[src/rtl/gpio_bank_pkg.sv]
package gpio_bank_pkg;

  // Function index: multiplied by words-per-function to form the word base.
  typedef enum logic [2:0] {
    FN_LEVEL = 3'd0,
    FN_DIR   = 3'd1,
    FN_SET   = 3'd2,
    FN_CLR   = 3'd3,
    FN_RISE  = 3'd4,
    FN_FALL  = 3'd5,
    FN_EDGE  = 3'd6,
    FN_ALT   = 3'd7
  } gpio_fn_e;

  localparam int unsigned BUS_W         = 32;
  localparam int unsigned PINS_PER_WORD = 32;
  localparam int unsigned ALT_PER_WORD  = 16;

endpackage

[src/rtl/gpio_sync.sv]
module gpio_sync #(
  parameter int unsigned WIDTH = 64
) (
  input  logic             clk,
  input  logic             rst,
  input  logic [WIDTH-1:0] d,
  output logic [WIDTH-1:0] q
);

  logic [WIDTH-1:0] stage1_q;
  logic [WIDTH-1:0] stage2_q;

  always_ff @(posedge clk) begin
    if (rst) begin
      stage1_q <= '0;
      stage2_q <= '0;
    end else begin
      stage1_q <= d;
      stage2_q <= stage1_q;
    end
  end

  assign q = stage2_q;

  // the output equals the input sampled two edges earlier.
  a_r7_two_stage: assert property (@(posedge clk) disable iff (rst)
    (!$past(rst) && !$past(rst, 2)) |-> (q == $past(d, 2)));

endmodule

[src/rtl/gpio_addr_dec.sv]
module gpio_addr_dec
  import gpio_bank_pkg::*;
#(
  parameter int unsigned WORDS  = 2,
  parameter int unsigned ADDR_W = 8,
  parameter int unsigned SUB_W  = 2
) (
  input  logic [ADDR_W-1:0] addr,
  output gpio_fn_e          fn,
  output logic [SUB_W-1:0]  sub,
  output logic              hit
);

  localparam logic [31:0] ALT_BASE = 32'(7 * WORDS);
  localparam logic [31:0] ALT_END  = 32'(9 * WORDS);

  logic [31:0] widx;
  assign widx = 32'(addr[ADDR_W-1:2]);

  always_comb begin
    fn  = FN_LEVEL;
    sub = '0;
    hit = 1'b0;
    if (widx < ALT_BASE) begin
      fn  = gpio_fn_e'(3'(widx / WORDS));
      sub = SUB_W'(widx % WORDS);
      hit = 1'b1;
    end else if (widx < ALT_END) begin
      fn  = FN_ALT;
      sub = SUB_W'(widx - ALT_BASE);
      hit = 1'b1;
    end
  end

endmodule

[src/rtl/gpio_pin_slice.sv]
module gpio_pin_slice
  import gpio_bank_pkg::*;
(
  input  logic                 clk,
  input  logic                 rst,
  input  logic                 wr_dir,
  input  logic                 wr_set,
  input  logic                 wr_clr,
  input  logic                 wr_alt_lo,
  input  logic                 wr_alt_hi,
  input  logic [BUS_W-1:0]     wdata,
  output logic [BUS_W-1:0]     dir_o,
  output logic [BUS_W-1:0]     out_o,
  output logic [2*BUS_W-1:0]   alt_o,
  output logic [BUS_W-1:0]     oe_o
);

  logic [BUS_W-1:0]   dir_q;
  logic [BUS_W-1:0]   out_q;
  logic [2*BUS_W-1:0] alt_q;
  logic [BUS_W-1:0]   set_mask;
  logic [BUS_W-1:0]   clr_mask;

  assign set_mask = wr_set ? wdata : '0;
  assign clr_mask = wr_clr ? wdata : '0;

  always_ff @(posedge clk) begin
    if (rst) begin
      dir_q <= '0;
      out_q <= '0;
      alt_q <= '0;
    end else begin
      if (wr_dir)    dir_q <= wdata;
      out_q <= (out_q | set_mask) & ~clr_mask;
      if (wr_alt_lo) alt_q[BUS_W-1:0]       <= wdata;
      if (wr_alt_hi) alt_q[2*BUS_W-1:BUS_W] <= wdata;
    end
  end

  for (genvar i = 0; i < int'(BUS_W); i++) begin : g_oe
    assign oe_o[i] = dir_q[i] & ~(|alt_q[2*i +: 2]);
  end

  assign dir_o = dir_q;
  assign out_o = out_q;
  assign alt_o = alt_q;

  // state is cleared on the edge after reset.
  a_r1_reset_clear: assert property (@(posedge clk)
    rst |=> (out_q == '0 && dir_q == '0 && alt_q == '0));

  // every written one is high afterwards.
  a_r4_set_ones: assert property (@(posedge clk) disable iff (rst)
    (wr_set && !wr_clr) |=> ((out_q & $past(wdata)) == $past(wdata)));

  // every written one is low afterwards.
  a_r5_clr_ones: assert property (@(posedge clk) disable iff (rst)
    wr_clr |=> ((out_q & $past(wdata)) == '0));

  // without a set or clear write the latch holds.
  a_r4_latch_hold: assert property (@(posedge clk) disable iff (rst)
    (!wr_set && !wr_clr) |=> $stable(out_q));

  // the direction word changes only on its own write.
  a_r3_dir_hold: assert property (@(posedge clk) disable iff (rst)
    !wr_dir |=> $stable(dir_q));

endmodule

[src/rtl/gpio_bank.sv]
module gpio_bank
  import gpio_bank_pkg::*;
#(
  parameter int unsigned NUM_PINS = 64,
  parameter int unsigned ADDR_W   = 8
) (
  input  logic                  clk,
  input  logic                  rst,
  input  logic [ADDR_W-1:0]     bus_addr,
  input  logic                  bus_we,
  input  logic [31:0]           bus_wdata,
  output logic [31:0]           bus_rdata,
  input  logic [NUM_PINS-1:0]   pad_in,
  output logic [NUM_PINS-1:0]   pad_out,
  output logic [NUM_PINS-1:0]   pad_oe,
  output logic [2*NUM_PINS-1:0] alt_sel
);

  localparam int unsigned WORDS = NUM_PINS / PINS_PER_WORD;
  localparam int unsigned SUB_W = $clog2(2 * WORDS);

  gpio_fn_e         dec_fn;
  logic [SUB_W-1:0] dec_sub;
  logic             dec_hit;
  logic             wr_ok;

  logic [NUM_PINS-1:0] level_sync;
  logic [BUS_W-1:0]    lvl_w [WORDS];
  logic [BUS_W-1:0]    dir_w [WORDS];
  logic [BUS_W-1:0]    alt_w [2*WORDS];
  logic [BUS_W-1:0]    rd_next;

  gpio_addr_dec #(
    .WORDS  (WORDS),
    .ADDR_W (ADDR_W),
    .SUB_W  (SUB_W)
  ) i_dec (
    .addr (bus_addr),
    .fn   (dec_fn),
    .sub  (dec_sub),
    .hit  (dec_hit)
  );

  gpio_sync #(
    .WIDTH (NUM_PINS)
  ) i_sync (
    .clk (clk),
    .rst (rst),
    .d   (pad_in),
    .q   (level_sync)
  );

  assign wr_ok = bus_we & dec_hit;

  for (genvar k = 0; k < int'(WORDS); k++) begin : g_word
    logic [2*BUS_W-1:0] slice_alt;

    gpio_pin_slice i_slice (
      .clk       (clk),
      .rst       (rst),
      .wr_dir    (wr_ok && dec_fn == FN_DIR && dec_sub == SUB_W'(k)),
      .wr_set    (wr_ok && dec_fn == FN_SET && dec_sub == SUB_W'(k)),
      .wr_clr    (wr_ok && dec_fn == FN_CLR && dec_sub == SUB_W'(k)),
      .wr_alt_lo (wr_ok && dec_fn == FN_ALT && dec_sub == SUB_W'(2*k)),
      .wr_alt_hi (wr_ok && dec_fn == FN_ALT && dec_sub == SUB_W'(2*k+1)),
      .wdata     (bus_wdata),
      .dir_o     (dir_w[k]),
      .out_o     (pad_out[k*BUS_W +: BUS_W]),
      .alt_o     (slice_alt),
      .oe_o      (pad_oe[k*BUS_W +: BUS_W])
    );

    assign alt_w[2*k]   = slice_alt[BUS_W-1:0];
    assign alt_w[2*k+1] = slice_alt[2*BUS_W-1:BUS_W];
    assign lvl_w[k]     = level_sync[k*BUS_W +: BUS_W];
    assign alt_sel[k*2*BUS_W +: 2*BUS_W] = slice_alt;
  end

  always_comb begin
    rd_next = '0;
    if (dec_hit) begin
      case (dec_fn)
        FN_LEVEL: if (32'(dec_sub) < WORDS)     rd_next = lvl_w[dec_sub];
        FN_DIR:   if (32'(dec_sub) < WORDS)     rd_next = dir_w[dec_sub];
        FN_ALT:   if (32'(dec_sub) < 2 * WORDS) rd_next = alt_w[dec_sub];
        default:  rd_next = '0;
      endcase
    end
  end

  always_ff @(posedge clk) begin
    if (rst) bus_rdata <= '0;
    else     bus_rdata <= rd_next;
  end

  // the write-one words read as zero.
  a_r6_setclr_read_zero: assert property (@(posedge clk) disable iff (rst)
    (dec_hit && (dec_fn == FN_SET || dec_fn == FN_CLR)) |=> (bus_rdata == '0));

  // the edge-related words and unmapped addresses read as zero.
  a_r10_reserved_zero: assert property (@(posedge clk) disable iff (rst)
    (!dec_hit || dec_fn == FN_RISE || dec_fn == FN_FALL || dec_fn == FN_EDGE)
      |=> (bus_rdata == '0));

  // a write that maps to nothing leaves the pads and selectors unchanged.
  a_r10_unmapped_write: assert property (@(posedge clk) disable iff (rst)
    (bus_we && !dec_hit) |=> ($stable(pad_out) && $stable(pad_oe) && $stable(alt_sel)));

endmodule

[config.mk]
export PLATFORM = sky130hd
export DESIGN_NAME = gpio_bank
export DESIGN_NICKNAME = d
export VERILOG_FILES = /design/src/rtl/gpio_bank_pkg.sv /design/src/rtl/gpio_sync.sv /design/src/rtl/gpio_addr_dec.sv /design/src/rtl/gpio_pin_slice.sv /design/src/rtl/gpio_bank.sv
export SDC_FILE = /design/constraint.sdc
export NUM_CORES = 1
export LEC_CHECK = 0
export BUFFER_PORTS_ARGS = -buffer_cell sky130_fd_sc_hd__buf_2
export CAP_MARGIN = 30
export CELL_PAD_IN_SITES_DETAIL_PLACEMENT = 1
export CELL_PAD_IN_SITES_GLOBAL_PLACEMENT = 2
export CORE_AREA = 5 5 230 232
export DETAILED_ROUTE_END_ITERATION = 7
export DIE_AREA = 0 0 235 237
export GPL_TIMING_DRIVEN = 0
export PLACE_DENSITY = 0.84
export REMOVE_ABC_BUFFERS = 1
export SLEW_MARGIN = 25
export SYNTH_ARGS = -nofsm -noshare
export SYNTH_HDL_FRONTEND = slang
export SYNTH_SLANG_ARGS = --single-unit
[constraint.sdc]
create_clock -name clk -period 2.05 [get_ports clk]
set_input_delay 0.205 -clock clk [delete_from_list [all_inputs] [get_ports clk]]
set_output_delay 0.205 -clock clk [all_outputs]
set_load 0.01 [all_outputs]
==> results.py <==
metrics = {
    "routing": {
        "ant_nets": 0,
        "drt_iter0_drc": 1328,
        "avgViaCountPerCell": 5.25,
        "wl_met1_um": 27900,
        "wl_met3_um": 4070,
        "first_pass_iters": 5,
        "routedWlPerCell_um": 23.8,
        "num_vias": 14900,
        "drt_wl_total_um": 67500,
        "drcViolationCount": 0,
        "top_layer": "met4",
        "wl_met2_um": 33600,
    },
    "floorplan": {
        "die_height_um": 237,
        "die_x_um": 235,
        "die_area_sq_um": 55700,
        "core_area_sq_um": 50800,
        "initial_core_util_pct": 30.4,
        "pin_count": 395,
        "rows": 83,
    },
    "synth": {
        "ys_seq_area_share_pct": 54.0,
        "synth.distinct_cells": 30,
        "synth_area_leaders": "dfxtp_1, nand2_1, a21oi_1",
        "ys.flop_type": "dfxtp_1",
        "synth_top_area_share_pct": 54.0,
        "synth_area_leader_cell": "dfxtp_1",
        "synth.avg_cell_area_sq_um": 8.98,
        "synthesis.instances": 1718,
        "synthMostInstantiatedCell": "dfxtp_1",
        "synthTopCellsByCount": "dfxtp_1, nand2_1, a21oi_1, clkbuf_1, nor2b_1",
        "ys_ff_latch": 416,
        "synth-async-reset-ratio_pct": 0,
        "synth_edf_count": 0,
        "yosysWarnings": 0,
        "netlist_area_sq_um": 15400,
    },
    "timing": {
        "period_share_pct": 96.0,
        "slew_headroom_pct": 39.8,
        "setup_viol": 0,
        "fmax_mhz": 508,
        "rsz0062_at_grt": "no",
        "fin_crit_ns": 1.97,
        "slew_viol_final": 0,
        "worstMarginPinSlew_ns": 0.904,
        "hold_viol": 0,
        "clock_skew_ns": 0.00860,
    },
    "min_path": {
        "worstHoldStart": "rst",
        "holdCritPathClass": "in2reg",
    },
    "global_routing": {
        "grt_start_max_net_pins": 121,
        "grt_antenna_before_repair": 3,
        "grt_remaining_overflow": 0,
        "grt_pass1_wl_um": 101000,
        "grt_use_total_pct": 23.2,
        "grt_pass1_vias": 15600,
    },
    "cts": {
        "cts_buffer_depth": 3,
        "cts-root-buf": "clkbuf_16",
        "htreeDepth": 2,
        "clk_pin_slew_worst_paths_ns": 0.06,
        "cts.sinks": 416,
        "tritoncts": "yes",
        "cts_buffers": 47,
        "insertion_delay_ns": 0.58,
    },
    "critical_path": {
        "critPathRequiredTime_ns": 2.47,
        "crit_start": "rst",
        "cp-start-kind": "input pin",
        "worstPathArrival_ns": 2.39,
        "r2r-start": "g_word[1].i_slice.alt_o[57]$_SDFFE_PP0P_",
        "end_kind": "register",
        "crit_path_cell_trace": "buf_8, buf_16, buf_16, or3_4, o22ai_1",
        "cp_slowest_cell": "or3_4",
        "path_class": "in2reg",
        "path_max_fanout": 105,
        "crit_top_cell": "buf_16",
        "critical-path-max-stage-delay_ns": 0.67,
    },
    "cells_and_area": {
        "seq_area_sq_um": 8330,
        "synthToLayoutAreaGrowth_pct": 36.2,
        "instances_no_fill": 2840,
        "drive_gt1_share_pct": 26.4,
        "nets": 2228,
        "multi_input_area_sq_um": 6560,
        "fillers": 5897,
    },
    "pwr": {
        "ir_drop_mv": 0.549,
        "p_leak_nw": 8.23,
        "power_density_nw_per_um2": 847,
        "power_mw": 17.8,
    },
    "flow_run": {
        "maxCapViolations": 0,
    },
    "placement": {
        "dp_hpwl_um": 44300,
        "port_buffers": 392,
        "dp.cells": 2654,
        "gp_congestion": 0.806,
    },
    "outcome": {
        "status": "complete, no violations",
    },
}
==> layout make-up <==
cell class | count | area share [%]
multi-input cells | 1130 | 31.2
clock inverters | 25 | 1.11
well taps | 680 | 4.05
flip-flops and latches | 416 | 39.6
repair buffers | 526 | 17.7
diodes | 3 | 0.0357
clock buffers | 60 | 6.21
==> worst max-delay path, delay by kind of cell <==
family | cells | cell delay (ns)
buffers and inverters | 3 | 1.09
AND/OR/NAND/NOR | 1 | 0.67
AO/OA/AOI/OAI | 1 | 0.19
==> state kept, by name, summed over array words and instances (netlist names) <==
signal,flops
g_word.i_slice.alt_o,128
g_word.i_slice.dir_o,64
g_word.i_slice.out_o,64
i_sync.q,64
i_sync.stage1_q,64
bus_rdata,32
==> per-stage QoR <==
stage | TNS, ns | setup WS, ns | util [%] | cell area, sq um | hold WS (ns)
2_1_floorplan | -249.57 | -3.40 | - | 14700 | 0.274
3_3_place_gp | -1886.47 | -10.16 | 34.5 | 17500 | 0.420
3_5_place_dp | -108.65 | -1.04 | 36.3 | 18500 | 0.421
4_1_cts | 0 | 0.0840 | 41.3 | 21000 | 0.0247
5_1_grt | 0 | 0.0212 | 41.4 | 21000 | 0.0581
6_report | 0 | 0.0818 | 41.4 | 21000 | 0.0389
==> cell families after synthesis <==
| logic type | share of synthesized area [%] |
|---|---|
| buf+inv | 4.47 |
| mux | 2.34 |
| compound gates | 20.0 |
| simple gates | 19.2 |
| flops | 54.0 |
==> power breakdown <==
part	total [mW]	leakage, nW	internal (mW)	switching [mW]
sequential	8.29	3.38	8.23	0.0557
combinational	1.09	4.10	0.458	0.629
clock	8.43	0.747	4.89	3.54
total	17.8	8.23	13.6	4.22
==> repair_timing <==
item | CTS | global route
hold buffers | 96 | 0
pin swaps | 3 | 0
resized for setup | 6 | 1
endpoints found under the setup margin | 41 | 12
endpoints found under the hold margin | 310 | 0
buffers inserted | 2 | 0
==> routing by layer <==
metal | up-vias | global-route usage [%]
met4 | 0 | 7.15
met2 | 559 | 40.9
met3 | 102 | 4.58
met5 | - | 0
li1 | 6784 | -
met1 | 7458 | 28.6
==> path summary, 6_finish.rpt <==
path	cells after the start	slack [ns]	end
worst max register to register	3	0.28	bus_rdata[25]$_SDFF_PP0_
worst min-delay path	2	0.04	i_sync.stage1_q[43]$_SDFF_PP0_
worst max-delay path	5	0.08	bus_rdata[31]$_SDFF_PP0_
worst min register to register	1	0.44	i_sync.q[18]$_SDFF_PP0_
==> cells in the final DEF, fill, tap and decap left out, types with 21 or more instances in the layout <==
| cell type | synthesis | routed |
|---|---|---|
| buf_2 | 35 | 390 |
| o22a_1 | 32 | 32 |
| nor2b_1 | 131 | 130 |
| a22oi_1 | 64 | 64 |
| clkbuf_16 | 0 | 47 |
| dfxtp_1 | 416 | 416 |
| a211oi_1 | 64 | 64 |
| nor3b_1 | 64 | 64 |
| nand2_1 | 389 | 388 |
| o22ai_1 | 32 | 32 |
| buf_16 | 0 | 21 |
| a21oi_1 | 257 | 256 |
| dlygate4sd3_1 | 0 | 96 |
| a222oi_1 | 32 | 32 |
| mux2_2 | 32 | 32 |
Note: power is estimated with default switching activity, not from simulation.
